[src/rtl/hz_pkg.sv]
package hz_pkg;

    // What the stage records do this cycle
    typedef enum logic [1:0] {
        ACT_ADVANCE = 2'd0,
        ACT_HOLD    = 2'd1,
        ACT_SQUASH  = 2'd2
    } step_e;

    // Where an operand is taken from
    typedef enum logic {
        OPND_REGFILE = 1'b0,
        OPND_FORWARD = 1'b1
    } opnd_src_e;

endpackage

[src/rtl/hz_dest_match.sv]
module hz_dest_match #(
    parameter int REG_W = 4
) (
    input  logic             valid_i,
    input  logic             wr_i,
    input  logic [REG_W-1:0] dst_i,
    input  logic [REG_W-1:0] src_i,
    output logic             hit_o
);
    // A stage counts as a producer only when it is occupied and writes
    always_comb begin
        hit_o = valid_i && wr_i && (dst_i == src_i);
    end
endmodule

[src/rtl/hz_operand_check.sv]
module hz_operand_check
    import hz_pkg::*;
#(
    parameter int REG_W   = 4,
    parameter bit FORWARD = 1'b1
) (
    input  logic             active_i,
    input  logic [REG_W-1:0] src_i,
    input  logic             alu_valid_i,
    input  logic             alu_wr_i,
    input  logic [REG_W-1:0] alu_dst_i,
    input  logic             rs_valid_i,
    input  logic             rs_wr_i,
    input  logic [REG_W-1:0] rs_dst_i,
    output logic             wait_o,
    output opnd_src_e        sel_o
);
    logic live;
    logic hit_alu;
    logic hit_rs;

    always_comb begin
        live = active_i && (src_i != '0);
    end

    hz_dest_match #(.REG_W(REG_W)) u_alu_match (
        .valid_i (alu_valid_i),
        .wr_i    (alu_wr_i),
        .dst_i   (alu_dst_i),
        .src_i   (src_i),
        .hit_o   (hit_alu)
    );

    hz_dest_match #(.REG_W(REG_W)) u_rs_match (
        .valid_i (rs_valid_i),
        .wr_i    (rs_wr_i),
        .dst_i   (rs_dst_i),
        .src_i   (src_i),
        .hit_o   (hit_rs)
    );

    generate
        if (FORWARD) begin : g_fwd
            // The younger producer in ALU/memory has no value yet: wait for it.
            // The older one in result store already sits in its result register.
            always_comb begin
                wait_o = live && hit_alu;
                sel_o  = (live && !hit_alu && hit_rs) ? OPND_FORWARD : OPND_REGFILE;
            end
        end else begin : g_interlock
            // Pure interlock: wait until the write has left result store
            always_comb begin
                wait_o = live && (hit_alu || hit_rs);
                sel_o  = OPND_REGFILE;
            end
        end
    endgenerate
endmodule

[src/rtl/hz_step_ctrl.sv]
module hz_step_ctrl
    import hz_pkg::*;
(
    input  logic  of_valid_i,
    input  logic  any_wait_i,
    input  logic  redirect_i,
    input  logic  rs_valid_i,
    output logic  stall_o,
    output logic  flush_o,
    output logic  issue_o,
    output step_e step_o
);
    always_comb begin
        // A redirect only counts when a real instruction is resolving
        flush_o = redirect_i && rs_valid_i;
        stall_o = of_valid_i && any_wait_i && !flush_o;
        issue_o = of_valid_i && !stall_o && !flush_o;
        if (flush_o) begin
            step_o = ACT_SQUASH;
        end else if (stall_o) begin
            step_o = ACT_HOLD;
        end else begin
            step_o = ACT_ADVANCE;
        end
    end
endmodule

[src/rtl/pipe_hazard_unit.sv]
module pipe_hazard_unit
    import hz_pkg::*;
#(
    parameter int REG_W   = 4,
    parameter int NUM_SRC = 2,
    parameter bit FORWARD = 1'b1
) (
    input  logic                     clk,
    input  logic                     rst_n,
    input  logic                     fe_valid_i,
    input  logic                     fe_wr_i,
    input  logic [REG_W-1:0]         fe_dst_i,
    input  logic [NUM_SRC*REG_W-1:0] fe_src_i,
    input  logic [NUM_SRC-1:0]       fe_use_i,
    input  logic                     redirect_i,
    output logic                     stall_o,
    output logic                     flush_o,
    output logic                     issue_o,
    output logic [NUM_SRC-1:0]       fwd_o,
    output logic                     of_valid_o,
    output logic                     alu_valid_o,
    output logic                     rs_valid_o,
    output logic                     rf_we_o,
    output logic [REG_W-1:0]         rf_waddr_o
);
    localparam int SRC_BITS = NUM_SRC * REG_W;

    typedef struct packed {
        logic                valid;
        logic                wr;
        logic [REG_W-1:0]    dst;
        logic [SRC_BITS-1:0] src;
        logic [NUM_SRC-1:0]  use_m;
    } stage_t;

    typedef struct packed {
        stage_t ofs;
        stage_t alu;
        stage_t rs;
    } pipe_t;

    pipe_t              pipe_d;
    pipe_t              pipe_q;
    stage_t             fetch_rec;
    logic [NUM_SRC-1:0] wait_w;
    opnd_src_e          sel_w [NUM_SRC];
    logic               any_wait;
    logic               stall_w;
    logic               flush_w;
    logic               issue_w;
    step_e              step_w;

    always_comb begin
        fetch_rec.valid = fe_valid_i;
        fetch_rec.wr    = fe_wr_i;
        fetch_rec.dst   = fe_dst_i;
        fetch_rec.src   = fe_src_i;
        fetch_rec.use_m = fe_use_i;
    end

    // One comparator per source operand
    generate
        for (genvar g = 0; g < NUM_SRC; g++) begin : g_opnd
            hz_operand_check #(
                .REG_W   (REG_W),
                .FORWARD (FORWARD)
            ) u_chk (
                .active_i    (pipe_q.ofs.valid && pipe_q.ofs.use_m[g]),
                .src_i       (pipe_q.ofs.src[g*REG_W +: REG_W]),
                .alu_valid_i (pipe_q.alu.valid),
                .alu_wr_i    (pipe_q.alu.wr),
                .alu_dst_i   (pipe_q.alu.dst),
                .rs_valid_i  (pipe_q.rs.valid),
                .rs_wr_i     (pipe_q.rs.wr),
                .rs_dst_i    (pipe_q.rs.dst),
                .wait_o      (wait_w[g]),
                .sel_o       (sel_w[g])
            );

            always_comb begin
                fwd_o[g] = issue_w && (sel_w[g] == OPND_FORWARD);
            end

            AST_ZERO_NEVER_WAITS: assert property (@(posedge clk) disable iff (!rst_n)
                (pipe_q.ofs.src[g*REG_W +: REG_W] == '0) |-> !wait_w[g] && !fwd_o[g])
                else $error("register 0 caused a hazard");
            AST_UNUSED_NEVER_WAITS: assert property (@(posedge clk) disable iff (!rst_n)
                !pipe_q.ofs.use_m[g] |-> !wait_w[g] && !fwd_o[g])
                else $error("unused operand caused a hazard");
            AST_FWD_NOT_OLDER: assert property (@(posedge clk) disable iff (!rst_n)
                fwd_o[g] |-> !(alu_valid_o && pipe_q.alu.wr
                               && pipe_q.alu.dst == pipe_q.ofs.src[g*REG_W +: REG_W]))
                else $error("forwarded older producer over younger");
        end
    endgenerate

    always_comb begin
        any_wait = |wait_w;
    end

    hz_step_ctrl u_step (
        .of_valid_i (pipe_q.ofs.valid),
        .any_wait_i (any_wait),
        .redirect_i (redirect_i),
        .rs_valid_i (pipe_q.rs.valid),
        .stall_o    (stall_w),
        .flush_o    (flush_w),
        .issue_o    (issue_w),
        .step_o     (step_w)
    );

    // Next-state of the stage records
    always_comb begin
        pipe_d = pipe_q;
        unique case (step_w)
            ACT_SQUASH: begin
                pipe_d.ofs.valid = 1'b0;
                pipe_d.alu.valid = 1'b0;
                pipe_d.rs.valid  = 1'b0;
            end
            ACT_HOLD: begin
                pipe_d.rs  = pipe_q.alu;
                pipe_d.alu = '0;
            end
            default: begin
                pipe_d.rs  = pipe_q.alu;
                pipe_d.alu = pipe_q.ofs;
                pipe_d.ofs = fetch_rec;
            end
        endcase
    end

    always_ff @(posedge clk) begin
        if (!rst_n) begin
            pipe_q <= '0;
        end else begin
            pipe_q <= pipe_d;
        end
    end

    always_comb begin
        stall_o     = stall_w;
        flush_o     = flush_w;
        issue_o     = issue_w;
        of_valid_o  = pipe_q.ofs.valid;
        alu_valid_o = pipe_q.alu.valid;
        rs_valid_o  = pipe_q.rs.valid;
        rf_we_o     = pipe_q.rs.valid && pipe_q.rs.wr;
        rf_waddr_o  = pipe_q.rs.dst;
    end

    AST_FLUSH_BEATS_STALL: assert property (@(posedge clk) disable iff (!rst_n)
        flush_o |-> !stall_o)
        else $error("stall raised during flush");
    AST_FLUSH_EMPTIES: assert property (@(posedge clk) disable iff (!rst_n)
        flush_o |=> !of_valid_o && !alu_valid_o && !rs_valid_o)
        else $error("wrong-path instruction survived flush");
    AST_FLUSH_NEEDS_RS: assert property (@(posedge clk) disable iff (!rst_n)
        flush_o |-> rs_valid_o)
        else $error("flush with empty result store");
    AST_STALL_BUBBLE: assert property (@(posedge clk) disable iff (!rst_n)
        stall_o |=> !alu_valid_o)
        else $error("no bubble after stall");
    AST_STALL_KEEPS_OF: assert property (@(posedge clk) disable iff (!rst_n)
        stall_o |=> of_valid_o)
        else $error("stalled instruction lost");
    AST_ISSUE_CLEAN: assert property (@(posedge clk) disable iff (!rst_n)
        issue_o |-> of_valid_o && !stall_o && !flush_o)
        else $error("issue while blocked");
    AST_FWD_FROM_WRITER: assert property (@(posedge clk) disable iff (!rst_n)
        (|fwd_o) |-> rf_we_o && issue_o)
        else $error("forward without a result-store writer");

endmodule

[config.mk]
export PLATFORM = sky130hd
export DESIGN_NAME = pipe_hazard_unit
export DESIGN_NICKNAME = d
export VERILOG_FILES = /design/src/rtl/hz_pkg.sv /design/src/rtl/hz_dest_match.sv /design/src/rtl/hz_operand_check.sv /design/src/rtl/hz_step_ctrl.sv /design/src/rtl/pipe_hazard_unit.sv
export SDC_FILE = /design/constraint.sdc
export NUM_CORES = 1
export LEC_CHECK = 0
export ABC_AREA = 1
export BUFFER_PORTS_ARGS = -buffer_cell sky130_fd_sc_hd__buf_2
export CORE_MARGIN = 1
export CORE_UTILIZATION = 35
export DETAILED_ROUTE_END_ITERATION = 12
export GPL_TIMING_DRIVEN = 0
export SKIP_CTS_REPAIR_TIMING = 1
export SLEW_MARGIN = 40
export SYNTH_ARGS = -nofsm -noshare
export SYNTH_HDL_FRONTEND = slang
export SYNTH_SLANG_ARGS = --single-unit
[constraint.sdc]
create_clock -name clk -period 1.3 [get_ports clk]
set_clock_uncertainty 0.1 [all_clocks]
set_input_delay 0.195 -clock clk [delete_from_list [all_inputs] [get_ports clk]]
set_output_delay 0.195 -clock clk [all_outputs]
set_load 0.02 [all_outputs]
==> implementation parameters <==
Parameter                              Value

Global route
  Total track usage ... 0.172
  Grt ovf ... 0
  Number of global-route vias before repair ... 1,267
  Largest net degree at the start of global routing ... 17
  Wire length of the first global-routing pass ... 5.68 mm
  Initial antenna violation count ... 0

Power
  Cell area power density ... 883 mW/mm^2
  Worst supply voltage drop on vdd ... 0.427 mV
  Leakage ... just under 1 nW

Detailed routing
  DR top layer ... met4
  Number of vias after detailed routing ... approximately 1,500
  Met3 Wirelength ... 121 um
  DR WL/cell ... 12.1 um
  Routed metal-1 wirelength ... 1.90 mm
  # DRC ... 0
  Pre-antenna DRT Iters ... 4
  Average vias per placed instance ... 4.59
  Routed wire length on met2 ... 1.72 mm
  First-iteration detailed-routing DRC count ... 67
  Wirelength, routed ... roughly 3.8 mm
  Antenna Nets Post-Route ... 0

Job
  Number of max-cap violations ... 0

Critical path
  Cell count of the worst reg-to-reg path ... 11
  Critical Path Fanout Max ... 4
  Critical Setup Path Class ... reg -> out
  Category of the worst setup path launch point ... flop
  Crit end category ... primary output
  Arrival time worst endpoint ... ~1.6 ns
  CP Cell Sequence ... nand2_2 -> inv_4 -> o21ai_2 -> nor2_2 -> nand4_4 -> nand4_1 -> buf_4 -> nor2_4 -> buf_6
  Data required, critical path ... 1.00 ns
  Reg2reg setup slack ... -0.39 ns
  Reg2Reg Launch Point ... pipe_q[30]
  Crit-path max cell delay ... 0.38 ns
  Highest-delay cell along the critical path ... sky130_fd_sc_hd__dfxtp_2
  End of the worst register-to-register path ... pipe_q[35]

Floorplan
  Starting density of the core ... 0.363
  Vertical die dimension ... ~66 um
  Ports ... 32
  Core footprint ... 0.00400 mm^2
  Die Area ... ~0.0044 mm^2
  Die width ... around 66 um
  Row cnt ... 23

Finish
  Fraction of layout cells with a size suffix above 1 ... 0.457
  Non-Filler Instances ... ~320
  Synth-to-layout area growth ... 45.6%
  Footprint of the multi-input gates ... around 810 um^2
  Fill cell count ... around 400
  # nets final ... about 290
  ANT cells ... 0
  FF/Latch Area ... 606 um^2

Timing
  Post-route fraction of the period consumed by the critical path ... 1.48
  Hold Worst Slack ... around 0.0032 ns
  Setup TNS Final ... -9.78 ns
  Slew of the pin with the lowest slew margin ... 0.490 ns
  Max_slew headroom ... 0.673
  Number of endpoints failing setup at the final stage ... 30
  Final hold viol count ... 0
  Setup slack of the critical path after layout ... -0.629 ns
  Final Max Tran Viols ... 0
  Min cycle time layout ... 1.93 ns
  Setup repair after global routing missed its margin ... true
  Achievable Freq ... between 0.5 and 0.6 GHz

Status
  Violations in the final reports ... setup timing
  Run status ... complete, but fails checks

Yosys
  Top area cells in the synthesized netlist ... sky130_fd_sc_hd__dfxtp_1, sky130_fd_sc_hd__nand2_1, sky130_fd_sc_hd__nor2_1
  EDFF count, synth ... 0
  Net count of the mapped netlist ... between 200 and 250
  Post-synthesis instance area ... 0.00145 mm^2
  Number of synthesized register bits ... 28
  Sequential-to-total area share from yosys stat ... 0.386
  Synthesis Warnings ... 0
  Gate Count Post-Synth ... 214
  Post-synth cell types ... 24
  Cell type contributing the most total cell area after synthesis ... sky130_fd_sc_hd__dfxtp_1
  Area share of the leading cell type in the synthesized netlist ... 0.386
  Top cells by count, synth ... sky130_fd_sc_hd__nand2_1, sky130_fd_sc_hd__nor2_1, sky130_fd_sc_hd__dfxtp_1
  Post-synthesis average cell area ... 6.78 um^2
  Most frequently used flop master after synthesis ... sky130_fd_sc_hd__dfxtp_1
  Most instantiated library cell after synthesis ... sky130_fd_sc_hd__nand2_1
  FFs w/ async S/R, synth ... 0

Clock tree
  Source-to-sink clock delay at the later pin of the worst-skew pair ... 0.28 ns
  Number of buffers created by CTS ... 3
  Cell at the root of the clock tree ... sky130_fd_sc_hd__clkbuf_8
  Clk pin slew, worst setup/hold paths ... 0.10 ns
  CTS tree ... yes
  Clock tree sinks ... 28
  CTS H-tree depth ... 1
  Buffer depth of the longest clock path ... 2

Placed design
  Number of port buffers ... 31
  Half-perimeter wire length after placement ... roughly 2.5 mm
  GPL Wtd Cong ... just under 0.9
  Number of placed cells counting well taps ... between 200 and 300
  Pre-CTS worst setup slack ... -0.512 ns

Hold path
  HP Start ... fe_valid_i
  Hold Crit Endpoint ... of_valid_o
  Hold Path Cell Cnt ... 3
  Type of the worst min-delay path ... in -> reg
worst max-delay path by stage:
stage / startpoint / to / depth (start not counted)
2_1_floorplan: alu_valid_o / fwd_o[0] / 7
3_3_place_gp: pipe_q[37] / fwd_o[1] / 7
3_5_place_dp: pipe_q[37] / fwd_o[1] / 7
4_1_cts: pipe_q[37] / fwd_o[1] / 7
5_1_grt: pipe_q[41] / fwd_o[1] / 8
6_report: pipe_q[30] / fwd_o[1] / 9
power breakdown:
| part | switching [W] | internal (W) | total, W | leakage, nW |
|---|---|---|---|---|
| clock | 0.000294 | 0.000336 | 0.000630 | 0.0339 |
| combinational | 0.000159 | 0.000127 | 0.000286 | 0.717 |
| sequential | 0.0000526 | 0.000898 | 0.000950 | 0.240 |
| total | 0.000505 | 0.00136 | 0.00187 | 0.992 |
flip-flops by register name, indices dropped and copies added (netlist names):
name,count
pipe_q,21
rf_waddr_o,4
alu_valid_o,1
of_valid_o,1
rs_valid_o,1
worst max-delay path: cells and delay by family, from the launching register on:
family | cells | cell delay, ns
and+or+nand+nor | 5 | 0.58
DFF | 1 | 0.38
AOI/OAI and AO/OA | 1 | 0.05
buffers and inverters | 3 | 0.33
logic make-up after synthesis:
| kind of cell | synth area share |
|---|---|
| flops | 0.386 |
| compound gates | 0.0888 |
| buf+inv | 0.130 |
| simple gates | 0.353 |
| xor+xnor | 0.0422 |
final cells by class:
type / instances / share of cell area
multi-input combinational: 146 / 0.384
sequential: 28 / 0.287
timing repair buffer: 49 / 0.167
inverter: 30 / 0.0574
buffer: 10 / 0.0444
clock buffer: 4 / 0.0314
tap: 50 / 0.0296
metal layers:
layer | vias to the layer above | track usage
li1 | 766 | -
met5 | - | 0
met4 | 0 | 0.0559
met3 | 9 | 0.0259
met2 | 32 | 0.268
met1 | 647 | 0.240
through the flow:
step	power (W)	area, um^2	utilization
2_1_floorplan	0.00113	1510	-
3_3_place_gp	0.00120	1720	0.431
3_5_place_dp	0.00121	1720	0.431
4_1_cts	0.00183	1790	0.447
5_1_grt	0.00196	2110	0.528
6_report	0.00187	2110	0.528
layout by cell type (no fill, tap or decap), types with 6 or more instances in the layout:
| master | count |
|---|---|
| sky130_fd_sc_hd__dfxtp_1 | 10 |
| sky130_fd_sc_hd__nor2_1 | 35 |
| sky130_fd_sc_hd__dfxtp_4 | 9 |
| sky130_fd_sc_hd__buf_4 | 19 |
| sky130_fd_sc_hd__buf_6 | 9 |
| sky130_fd_sc_hd__inv_2 | 9 |
| sky130_fd_sc_hd__nand2_1 | 50 |
| sky130_fd_sc_hd__nand2_2 | 6 |
| sky130_fd_sc_hd__nor2_4 | 6 |
| sky130_fd_sc_hd__a21oi_1 | 6 |
| sky130_fd_sc_hd__dfxtp_2 | 9 |
| sky130_fd_sc_hd__buf_2 | 25 |
| sky130_fd_sc_hd__inv_1 | 18 |
Power figures use the tool's default switching activity.
